File: config.mk
export PLATFORM = sky130hd
export DESIGN_NAME = dsa_conv5
export DESIGN_NICKNAME = d
export VERILOG_FILES = /design/src/rtl/dsa_conv_pkg.sv /design/src/rtl/dsa_tap_window.sv /design/src/rtl/dsa_plane_lut.sv /design/src/rtl/dsa_add_tree.sv /design/src/rtl/dsa_conv5.sv
export SDC_FILE = /design/constraint.sdc
export NUM_CORES = 1
export LEC_CHECK = 0
export BUFFER_PORTS_ARGS = -buffer_cell sky130_fd_sc_hd__buf_2
export CAP_MARGIN = 15
export CORE_ASPECT_RATIO = 0.75
export CORE_MARGIN = 10
export CORE_UTILIZATION = 65
export DETAILED_ROUTE_END_ITERATION = 7
export PLACE_DENSITY = 0.82
export SLEW_MARGIN = 10
export SYNTH_ARGS = -nofsm -noshare
export SYNTH_HDL_FRONTEND = slang
export SYNTH_HIERARCHICAL = 1
export SYNTH_SLANG_ARGS = --single-unit
File: constraint.sdc
create_clock -name clk -period 7.7 [get_ports clk]
set_input_delay 1.155 -clock clk [delete_from_list [all_inputs] [get_ports clk]]
set_output_delay 1.155 -clock clk [all_outputs]
set_load 0.01 [all_outputs]
File: src/rtl/dsa_conv_pkg.sv
package dsa_conv_pkg;

  localparam int DSA_TAPS   = 5;
  localparam int DSA_COEF_W = 16;

  // Gaussian-shaped default weights, 1.15 unsigned; element 0 is the oldest tap.
  localparam logic [DSA_TAPS-1:0][DSA_COEF_W-1:0] DSA_GAUSS5 = {
    16'd1963, 16'd7238, 16'd11957, 16'd7238, 16'd1963
  };

endpackage

File: src/rtl/dsa_tap_window.sv
module dsa_tap_window #(
  parameter int PIX_W = 8,
  parameter int TAPS  = 5
) (
  input  logic                        clk,
  input  logic                        rst_n,
  input  logic                        adv,
  input  logic                        take,
  input  logic [PIX_W-1:0]            pixel,
  output logic [TAPS-1:0][PIX_W-1:0]  taps,
  output logic                        win_ok
);
  localparam int FILL_W = $clog2(TAPS);
  localparam logic [FILL_W-1:0] FULL = FILL_W'(TAPS - 1);

  logic [FILL_W-1:0] fill;

  always_ff @(posedge clk) begin
    if (!rst_n) begin
      taps   <= '0;
      fill   <= '0;
      win_ok <= 1'b0;
    end else begin
      if (take) begin
        taps <= {pixel, taps[TAPS-1:1]};
        if (fill != FULL) fill <= fill + 1'b1;
      end
      if (adv) win_ok <= take && (fill == FULL);
    end
  end
endmodule

File: src/rtl/dsa_plane_lut.sv
module dsa_plane_lut #(
  parameter int TAPS    = 5,
  parameter int COEF_W  = 16,
  parameter int LO_TAPS = 4,
  parameter int PS_W    = 19,
  parameter logic [TAPS-1:0][COEF_W-1:0] COEF = dsa_conv_pkg::DSA_GAUSS5
) (
  input  logic            clk,
  input  logic            rst_n,
  input  logic            adv,
  input  logic [TAPS-1:0] sel,
  output logic [PS_W-1:0] psum
);
  localparam int HI_TAPS = TAPS - LO_TAPS;
  localparam int LO_N    = 1 << LO_TAPS;
  localparam int HI_N    = 1 << HI_TAPS;

  function automatic logic [PS_W-1:0] subset_sum(input int base, input int cnt, input int addr);
    logic [PS_W-1:0] s;
    s = '0;
    for (int i = 0; i < cnt; i++)
      if (((addr >> i) & 1) != 0) s = s + PS_W'(COEF[base + i]);
    return s;
  endfunction

  logic [PS_W-1:0] lut_lo [LO_N];
  logic [PS_W-1:0] lut_hi [HI_N];

  for (genvar g = 0; g < LO_N; g++) begin : g_lo
    assign lut_lo[g] = subset_sum(0, LO_TAPS, g);
  end
  for (genvar g = 0; g < HI_N; g++) begin : g_hi
    assign lut_hi[g] = subset_sum(LO_TAPS, HI_TAPS, g);
  end

  always_ff @(posedge clk) begin
    if (!rst_n)   psum <= '0;
    else if (adv) psum <= lut_lo[sel[LO_TAPS-1:0]] + lut_hi[sel[TAPS-1:LO_TAPS]];
  end
endmodule

File: src/rtl/dsa_add_tree.sv
module dsa_add_tree #(
  parameter int N = 8,
  parameter int W = 27
) (
  input  logic              clk,
  input  logic              rst_n,
  input  logic              adv,
  input  logic [N-1:0][W-1:0] terms,
  input  logic              in_vld,
  output logic [W-1:0]      sum,
  output logic              out_vld
);
  localparam int LVLS = (N > 1) ? $clog2(N) : 1;
  localparam int PAD  = 1 << LVLS;

  logic [W-1:0]    leaf  [PAD];
  logic [W-1:0]    inner [PAD];
  logic [LVLS-1:0] vch;

  for (genvar g = 0; g < PAD; g++) begin : g_leaf
    if (g < N) begin : g_real
      assign leaf[g] = terms[g];
    end else begin : g_zero
      assign leaf[g] = '0;
    end
  end

  // Heap layout: node i adds children 2i and 2i+1; indices >= PAD are leaves.
  always_ff @(posedge clk) begin
    if (!rst_n) begin
      for (int i = 0; i < PAD; i++) inner[i] <= '0;
      vch <= '0;
    end else if (adv) begin
      inner[0] <= '0;
      for (int i = 1; i < PAD; i++) begin
        if (2 * i >= PAD) inner[i] <= leaf[2*i - PAD] + leaf[2*i + 1 - PAD];
        else              inner[i] <= inner[2*i] + inner[2*i + 1];
      end
      vch[0] <= in_vld;
      for (int i = 1; i < LVLS; i++) vch[i] <= vch[i-1];
    end
  end

  assign sum     = inner[1];
  assign out_vld = vch[LVLS-1];
endmodule

File: src/rtl/dsa_conv5.sv
module dsa_conv5 #(
  parameter int PIX_W   = 8,
  parameter int TAPS    = dsa_conv_pkg::DSA_TAPS,
  parameter int COEF_W  = dsa_conv_pkg::DSA_COEF_W,
  parameter int LO_TAPS = 4,
  parameter logic [TAPS-1:0][COEF_W-1:0] COEF = dsa_conv_pkg::DSA_GAUSS5
) (
  input  logic                                        clk,
  input  logic                                        rst_n,
  input  logic                                        in_valid,
  output logic                                        in_ready,
  input  logic [PIX_W-1:0]                            in_pixel,
  output logic                                        out_valid,
  input  logic                                        out_ready,
  output logic [PIX_W+COEF_W+$clog2(TAPS+1)-1:0]      out_acc,
  output logic [PIX_W-1:0]                            out_pixel
);
  localparam int FRAC  = COEF_W - 1;
  localparam int PS_W  = COEF_W + $clog2(TAPS + 1);
  localparam int ACC_W = PIX_W + PS_W;
  localparam int Q_W   = ACC_W - FRAC + 1;
  localparam logic [ACC_W:0] HALF    = (ACC_W + 1)'(1) << (FRAC - 1);
  localparam logic [Q_W-1:0] PIX_TOP = Q_W'((1 << PIX_W) - 1);

  logic adv, take;
  assign adv      = out_ready;
  assign in_ready = adv;
  assign take     = in_valid && adv;

  logic [TAPS-1:0][PIX_W-1:0] taps;
  logic                       win_ok;

  dsa_tap_window #(.PIX_W(PIX_W), .TAPS(TAPS)) u_win (
    .clk(clk), .rst_n(rst_n), .adv(adv), .take(take),
    .pixel(in_pixel), .taps(taps), .win_ok(win_ok)
  );

  logic [PIX_W-1:0][TAPS-1:0]  plane_sel;
  logic [PIX_W-1:0][PS_W-1:0]  psum;
  logic [PIX_W-1:0][ACC_W-1:0] terms;
  logic                        ps_vld;

  for (genvar b = 0; b < PIX_W; b++) begin : g_plane
    for (genvar t = 0; t < TAPS; t++) begin : g_bit
      assign plane_sel[b][t] = taps[t][b];
    end
    dsa_plane_lut #(
      .TAPS(TAPS), .COEF_W(COEF_W), .LO_TAPS(LO_TAPS), .PS_W(PS_W), .COEF(COEF)
    ) u_lut (
      .clk(clk), .rst_n(rst_n), .adv(adv), .sel(plane_sel[b]), .psum(psum[b])
    );
    assign terms[b] = ACC_W'(psum[b]) << b;
  end

  always_ff @(posedge clk) begin
    if (!rst_n)   ps_vld <= 1'b0;
    else if (adv) ps_vld <= win_ok;
  end

  logic [ACC_W-1:0] root;
  logic             root_vld;

  dsa_add_tree #(.N(PIX_W), .W(ACC_W)) u_tree (
    .clk(clk), .rst_n(rst_n), .adv(adv), .terms(terms),
    .in_vld(ps_vld), .sum(root), .out_vld(root_vld)
  );

  logic [ACC_W:0]   rnd;
  logic [Q_W-1:0]   quo;
  logic [PIX_W-1:0] pix_next;

  always_comb begin
    rnd      = {1'b0, root} + HALF;
    quo      = rnd[ACC_W:FRAC];
    pix_next = (quo > PIX_TOP) ? '1 : quo[PIX_W-1:0];
  end

  always_ff @(posedge clk) begin
    if (!rst_n) begin
      out_valid <= 1'b0;
      out_acc   <= '0;
      out_pixel <= '0;
    end else if (adv) begin
      out_valid <= root_vld;
      out_acc   <= root;
      out_pixel <= pix_next;
    end
  end
endmodule

Word-level counts from Yosys, hierarchy flattened --
Memories as Yosys holds them, arrays and structs flattened. Index checks and enable logic that the tools add are counted.
Storage, ports and cells: flip-flop bits (word level) 236, latch bits 0, RAM bits 216, memory bits (read-only) 2432, input bits 12, output and inout port bits 37, logic and storage cells 145, memories 9
Memory list:
- (no name shown) | words 16, width 19, read ports 1, clocked after memory_dff 0, write ports 0, line dsa_plane_lut.sv:38 | else if (adv) psum <= lut_lo[sel[LO_TAPS-1:0]] + lut_hi[sel[TAPS-1:LO_TAPS]];
- (no name shown) | words 16, width 19, read ports 1, clocked after memory_dff 0, write ports 0, line dsa_plane_lut.sv:38
- (no name shown) | words 16, width 19, read ports 1, clocked after memory_dff 0, write ports 0, line dsa_plane_lut.sv:38
- (no name shown) | words 16, width 19, read ports 1, clocked after memory_dff 0, write ports 0, line dsa_plane_lut.sv:38
- (no name shown) | words 16, width 19, read ports 1, clocked after memory_dff 0, write ports 0, line dsa_plane_lut.sv:38
- (no name shown) | words 16, width 19, read ports 1, clocked after memory_dff 0, write ports 0, line dsa_plane_lut.sv:38
- +3 memories
Cells by class: add/sub/neg operators 17, multipliers 0, div/mod/pow operators 0, order comparisons 17, eq/ne operators 2, shift-type cells 0, mux-type cells 53, bitwise gates (word level) 24, reductions and logical operators 3
Operators by type and width (count):
- 19-bit two-way mux | 32
- 27-bit two-way mux | 8
- 19-bit adder | 8
- 11-bit two-way mux | 8
- 27-bit adder | 3
- 5-bit greater-or-equal comparator (second input constant) | 8
- 4-bit NOT with 5-bit output | 8
- 27-bit by 15-bit adder with 28-bit output (second input constant) | 1
- 25-bit by 26-bit adder with 27-bit output | 1
- 23-bit by 24-bit adder with 25-bit output | 1
- 21-bit by 22-bit adder with 23-bit output | 1
- 19-bit by 20-bit adder with 21-bit output | 1
- 2-bit greater-or-equal comparator (second input constant) | 8
- 1-bit NOT with 2-bit output | 8
- 13-bit by 8-bit > comparator with 1-bit output (second input constant) | 1
- 8-bit two-way mux | 1
- 1-bit bitwise OR | 8
- 1-bit two-way mux | 4
- 3-bit by 1-bit adder with 3-bit output (second input constant) | 1
- 3-bit equality test (second input constant) | 1
- 3-bit != test (second input constant) | 1
- 1-bit logical AND | 2
- 2-bit AND reduction | 1

Longest topological paths before layout --
word-level depth 5, depth in mapped cells 14, gate-level depth less buffers 12

Cells and area by module --
Netlist, hierarchy kept.
By module, submodules not included:
- dsa_add_tree | instances 1, cells an instance 1861, area each 16859.9 µm², seq. area each 5735.5 µm²
- dsa_plane_lut (g_plane[1].u_lut ...) | instances 4, cells an instance 197, area each 1610.3 µm², seq. area each 320.3 µm²
- dsa_plane_lut (g_plane[0].u_lut ...) | instances 4, cells an instance 199, area each 1565.3 µm², seq. area each 320.3 µm²
- dsa_tap_window | instances 1, cells an instance 151, area each 1773.0 µm², seq. area each 880.8 µm²
- dsa_conv5 | instances 1, cells an instance 145, area each 1541.5 µm², seq. area each 740.7 µm²

Worst setup path after synthesis --
Ideal clock, no wire load.
path type input port to flip-flop, from in out_ready, to mem u_tree.inner[3][19], in the netlist u_tree/inner[0][100], enable pin, library setup time 583 ps, arrival 5997 ps, required time 7117 ps, slack 1120 ps, stages 2, buffers on the path 1, path through clkbuf_1 nand2b_1
RTL lines:
- from (decl) | line dsa_conv5.sv:14 | input logic out_ready,
- to (decl) | line dsa_add_tree.sv:17 | logic [W-1:0] inner [PAD];

Worst setup path after layout --
from reg u_win/taps[16] (netlist bit), to reg g_plane[0].u_lut.psum[14]
Between the ends: longest elaborated chain between the ends 5
RTL lines:
- from (decl) | line dsa_tap_window.sv:10 | output logic [TAPS-1:0][PIX_W-1:0] taps,
- from (signal assigned) | line dsa_tap_window.sv:25 | taps <= {pixel, taps[TAPS-1:1]};
- 4-bit NOT with 5-bit output (implied by the code) | line dsa_plane_lut.sv:38
- memory read 16 x 19 bit
- 19-bit two-way mux (implied by the code) (2 in series) | line dsa_plane_lut.sv:38
- 19-bit adder | line dsa_plane_lut.sv:38
- to (signal assigned) | line dsa_plane_lut.sv:38
- to (decl) | line dsa_plane_lut.sv:12 | output logic [PS_W-1:0] psum
No other way between the ends. The select of a mux whose other input is x is not followed. A chain may end at the register's enable or synchronous reset.

==> impl_metrics.yaml <==
run_status:
  status: "completed"
clock_network:
  cts-buffers-inserted: 43
  cts_tree: "yes"
  clk_pin_slew_ns: 0.06
  cts_root_buf: "clkbuf_16"
  clock_sinks: 401
  htreeDepth: 2
  post-cts-setup-buffers: 0
  cts_resized: 0
  clk_path_buf_depth: 3
  ctsHoldBuffers: 0
  insertion_delay_ns: 0.59
synthesis:
  synthFlopType: "dfxtp_1"
  ys.warnings.count: 6
  avgSynthCellArea_um2: 8.79
  ys_ff_latch: 401
  ys_types: 93
  synth_cells: 3741
  async_flop_share_pct: 0
  syn-cell-area_um2: 32900
  ys_seq_area_share_pct: 30.2
  synth-edff-count: 189
die:
  die-area_um2: 60100
  io_pins: 49
  rows: 71
  die_h_um: 215
  start_util_pct: 65.6
  core_area_um2: 50100
  die_w_um: 280
sta:
  final_max_slew_viol_count: 0
  fin_skew_ns: 0.0293
  rsz0062_at_grt: "no"
  finalSetupTns_ns: 0
  hold_viol: 0
  clock.fmax_mhz: 266
  worst_pin_slew_ns: 0.923
  setup_viol: 0
  maxSlewHeadroom_pct: 38.4
  period_share_pct: 48.9
  period_minus_slack_ns: 3.77
layout:
  layout_commonest_cell: "nor2_1"
  final_nets: 4079
  layout_common_cells: "nor2_1 (358), ha_1 (329), a21oi_1 (276)"
  drive_gt1_share_pct: 6.57
  area_delta_synth_final_pct: 5.00
  n_antenna_cell: 0
  post-route-util_pct: 68.9
flow_run:
  cap_violations: 0
place:
  portBuffers: 48
  gp_congestion: 0.940
  dpl.hpwl_mm: 56.5
global_routing:
  grt_pass1_vias: 24600
  grt_usage_pct: 24.5
  grt_pass1_wl_mm: 125
  grt_antenna_before_repair: 1
  grt_max_degree: 95
  grt-ovfl-total: 0
detailed_routing:
  drt-wirelength-per-cell_um: 17.3
  drtAntennaViolNets: 0
  wirelength_mm: 76.3
  drc: 0
  drt_iter0_drc: 3178
  drtPass1Iterations: 6
  via_per_inst: 6.24
  via_count: 27600
critical_path:
  cp-end-kind: "register"
  regToRegSetupSlack_ns: 3.93
  worst_ep_arrival_time_ns: 4.19
  crit_path_end: "g_plane[0].u_lut/psum[14]"
  regToRegStartpoint: "u_win/taps[16]"
  rr_worst_depth: 11
  worst_setup_path_start_kind: "register"
  cp.required_ns: 8.13
  crit_start: "u_win/taps[16]"
  r2r_end: "g_plane[0].u_lut/psum[14]"
  critPathKind: "register to register"
  cp_max_fo: 22
worst_hold_path:
  hold_path_class: "register to register"
power:
  peakVddDrop_mv: 0.144
  power_density_nw_per_um2: 162
  cellLeakagePower_uw: 0.0149
## area by class of cell
class / count / area, µm²
Fill cell: 3963 / 15600
Clock buffer: 68 / 1270
Tap cell: 657 / 822
Timing Repair Buffer: 60 / 354
Multi-Input combinational cell: 3095 / 21600
Sequential cell: 401 / 9920
Inverter: 122 / 458
Clock inverter: 12 / 110
## cell usage after synthesis (47+ instances only)
cell type / n / area (µm²)
nand2_1: 231 / 867
xor2_1: 100 / 876
nor2b_1: 97 / 607
nor2_1: 358 / 1340
buf_4: 56 / 420
xnor2_1: 103 / 902
edfxtp_1: 189 / 5680
ha_1: 329 / 4120
clkbuf_1: 102 / 383
nor3_1: 102 / 510
o211ai_1: 47 / 353
mux2i_1: 166 / 1660
o21ai_0: 226 / 1130
nand2b_1: 51 / 319
nand4_1: 49 / 307
inv_1: 118 / 443
dfxtp_1: 212 / 4240
a21oi_1: 276 / 1380
nand3_1: 104 / 521
a21o_1: 95 / 713
## worst min-delay path by stage
stage / cells after the start / endpoint / slack [ns] / start
floorplan: 2 / u_win/win_ok / 0.44 / u_win/win_ok
global placement: 2 / g_plane[3].u_lut/psum[15] / 0.46 / g_plane[3].u_lut/psum[15]
detailed placement: 2 / u_win/win_ok / 0.46 / u_win/win_ok
CTS: 2 / u_win/win_ok / 0.47 / u_win/win_ok
global route: 2 / g_plane[3].u_lut/psum[15] / 0.50 / g_plane[3].u_lut/psum[15]
finish: 2 / u_win/win_ok / 0.47 / u_win/win_ok
## cell families after synthesis
family / after synthesis / share of synthesized area (%)
simple gates: 1213 / 18.5
fa+ha+maj: 344 / 13.4
mux: 191 / 5.94
xor+xnor: 203 / 5.41
compound gates: 1050 / 21.2
flops: 401 / 30.2
buf+inv: 330 / 5.19
other cells: 9 / 0.103
## stage by stage
| stage | total power (µW) | instances | setup WS (ns) | hold slack (ns) | area, µm² |
|---|---|---|---|---|---|
| floorplan | 3350 | 3826 | 1.12 | 0.444 | 33200 |
| detailed placement | 3540 | 4334 | 4.04 | 0.460 | 33100 |
| CTS | 5590 | 4414 | 4.01 | 0.469 | 34500 |
| global route | 5850 | 4415 | 3.63 | 0.496 | 34500 |
| finish | 5610 | 4415 | 3.93 | 0.473 | 34500 |
| global placement | 3520 | 4334 | 4.08 | 0.458 | 33100 |
## where the power goes
part | total (µW) | switching, µW | leakage (µW) | internal, µW
Combinational | 1060 | 648 | 0.0104 | 413
Clock | 2050 | 880 | 0.000667 | 1170
Sequential | 2500 | 101 | 0.00380 | 2400
## state kept, by name (all words and copies together), names as in the netlist
signal and flops:
u_tree/inner 189, g_plane.u_lut/psum 128, u_win/taps 40, out_acc 27, out_pixel 8, u_tree/vch 3
u_win/fill 3, out_valid 1, ps_vld 1, u_win/win_ok 1
## worst max-delay path, stage by stage (launching register included)
cell and delay, ns:
dfxtp_1 0.80, inv_1 0.38, ha_1 0.38, ha_1 0.21
fa_1 0.46, nand3b_1 0.13, nor3_1 0.06, o32ai_1 0.44
a211oi_1 0.23, o31ai_1 0.28, xor2_1 0.18, a21oi_1 0.08
## per-layer routing
layer  up-vias  wire length, µm  GRT usage, %
li1      13600                -             -
met3        89             5860          3.84
met5         -                0             0
met4         0             1160          5.04
met2       995            31300          35.4
met1     12900            38000          37.7
(Power assumes the default switching activity.)
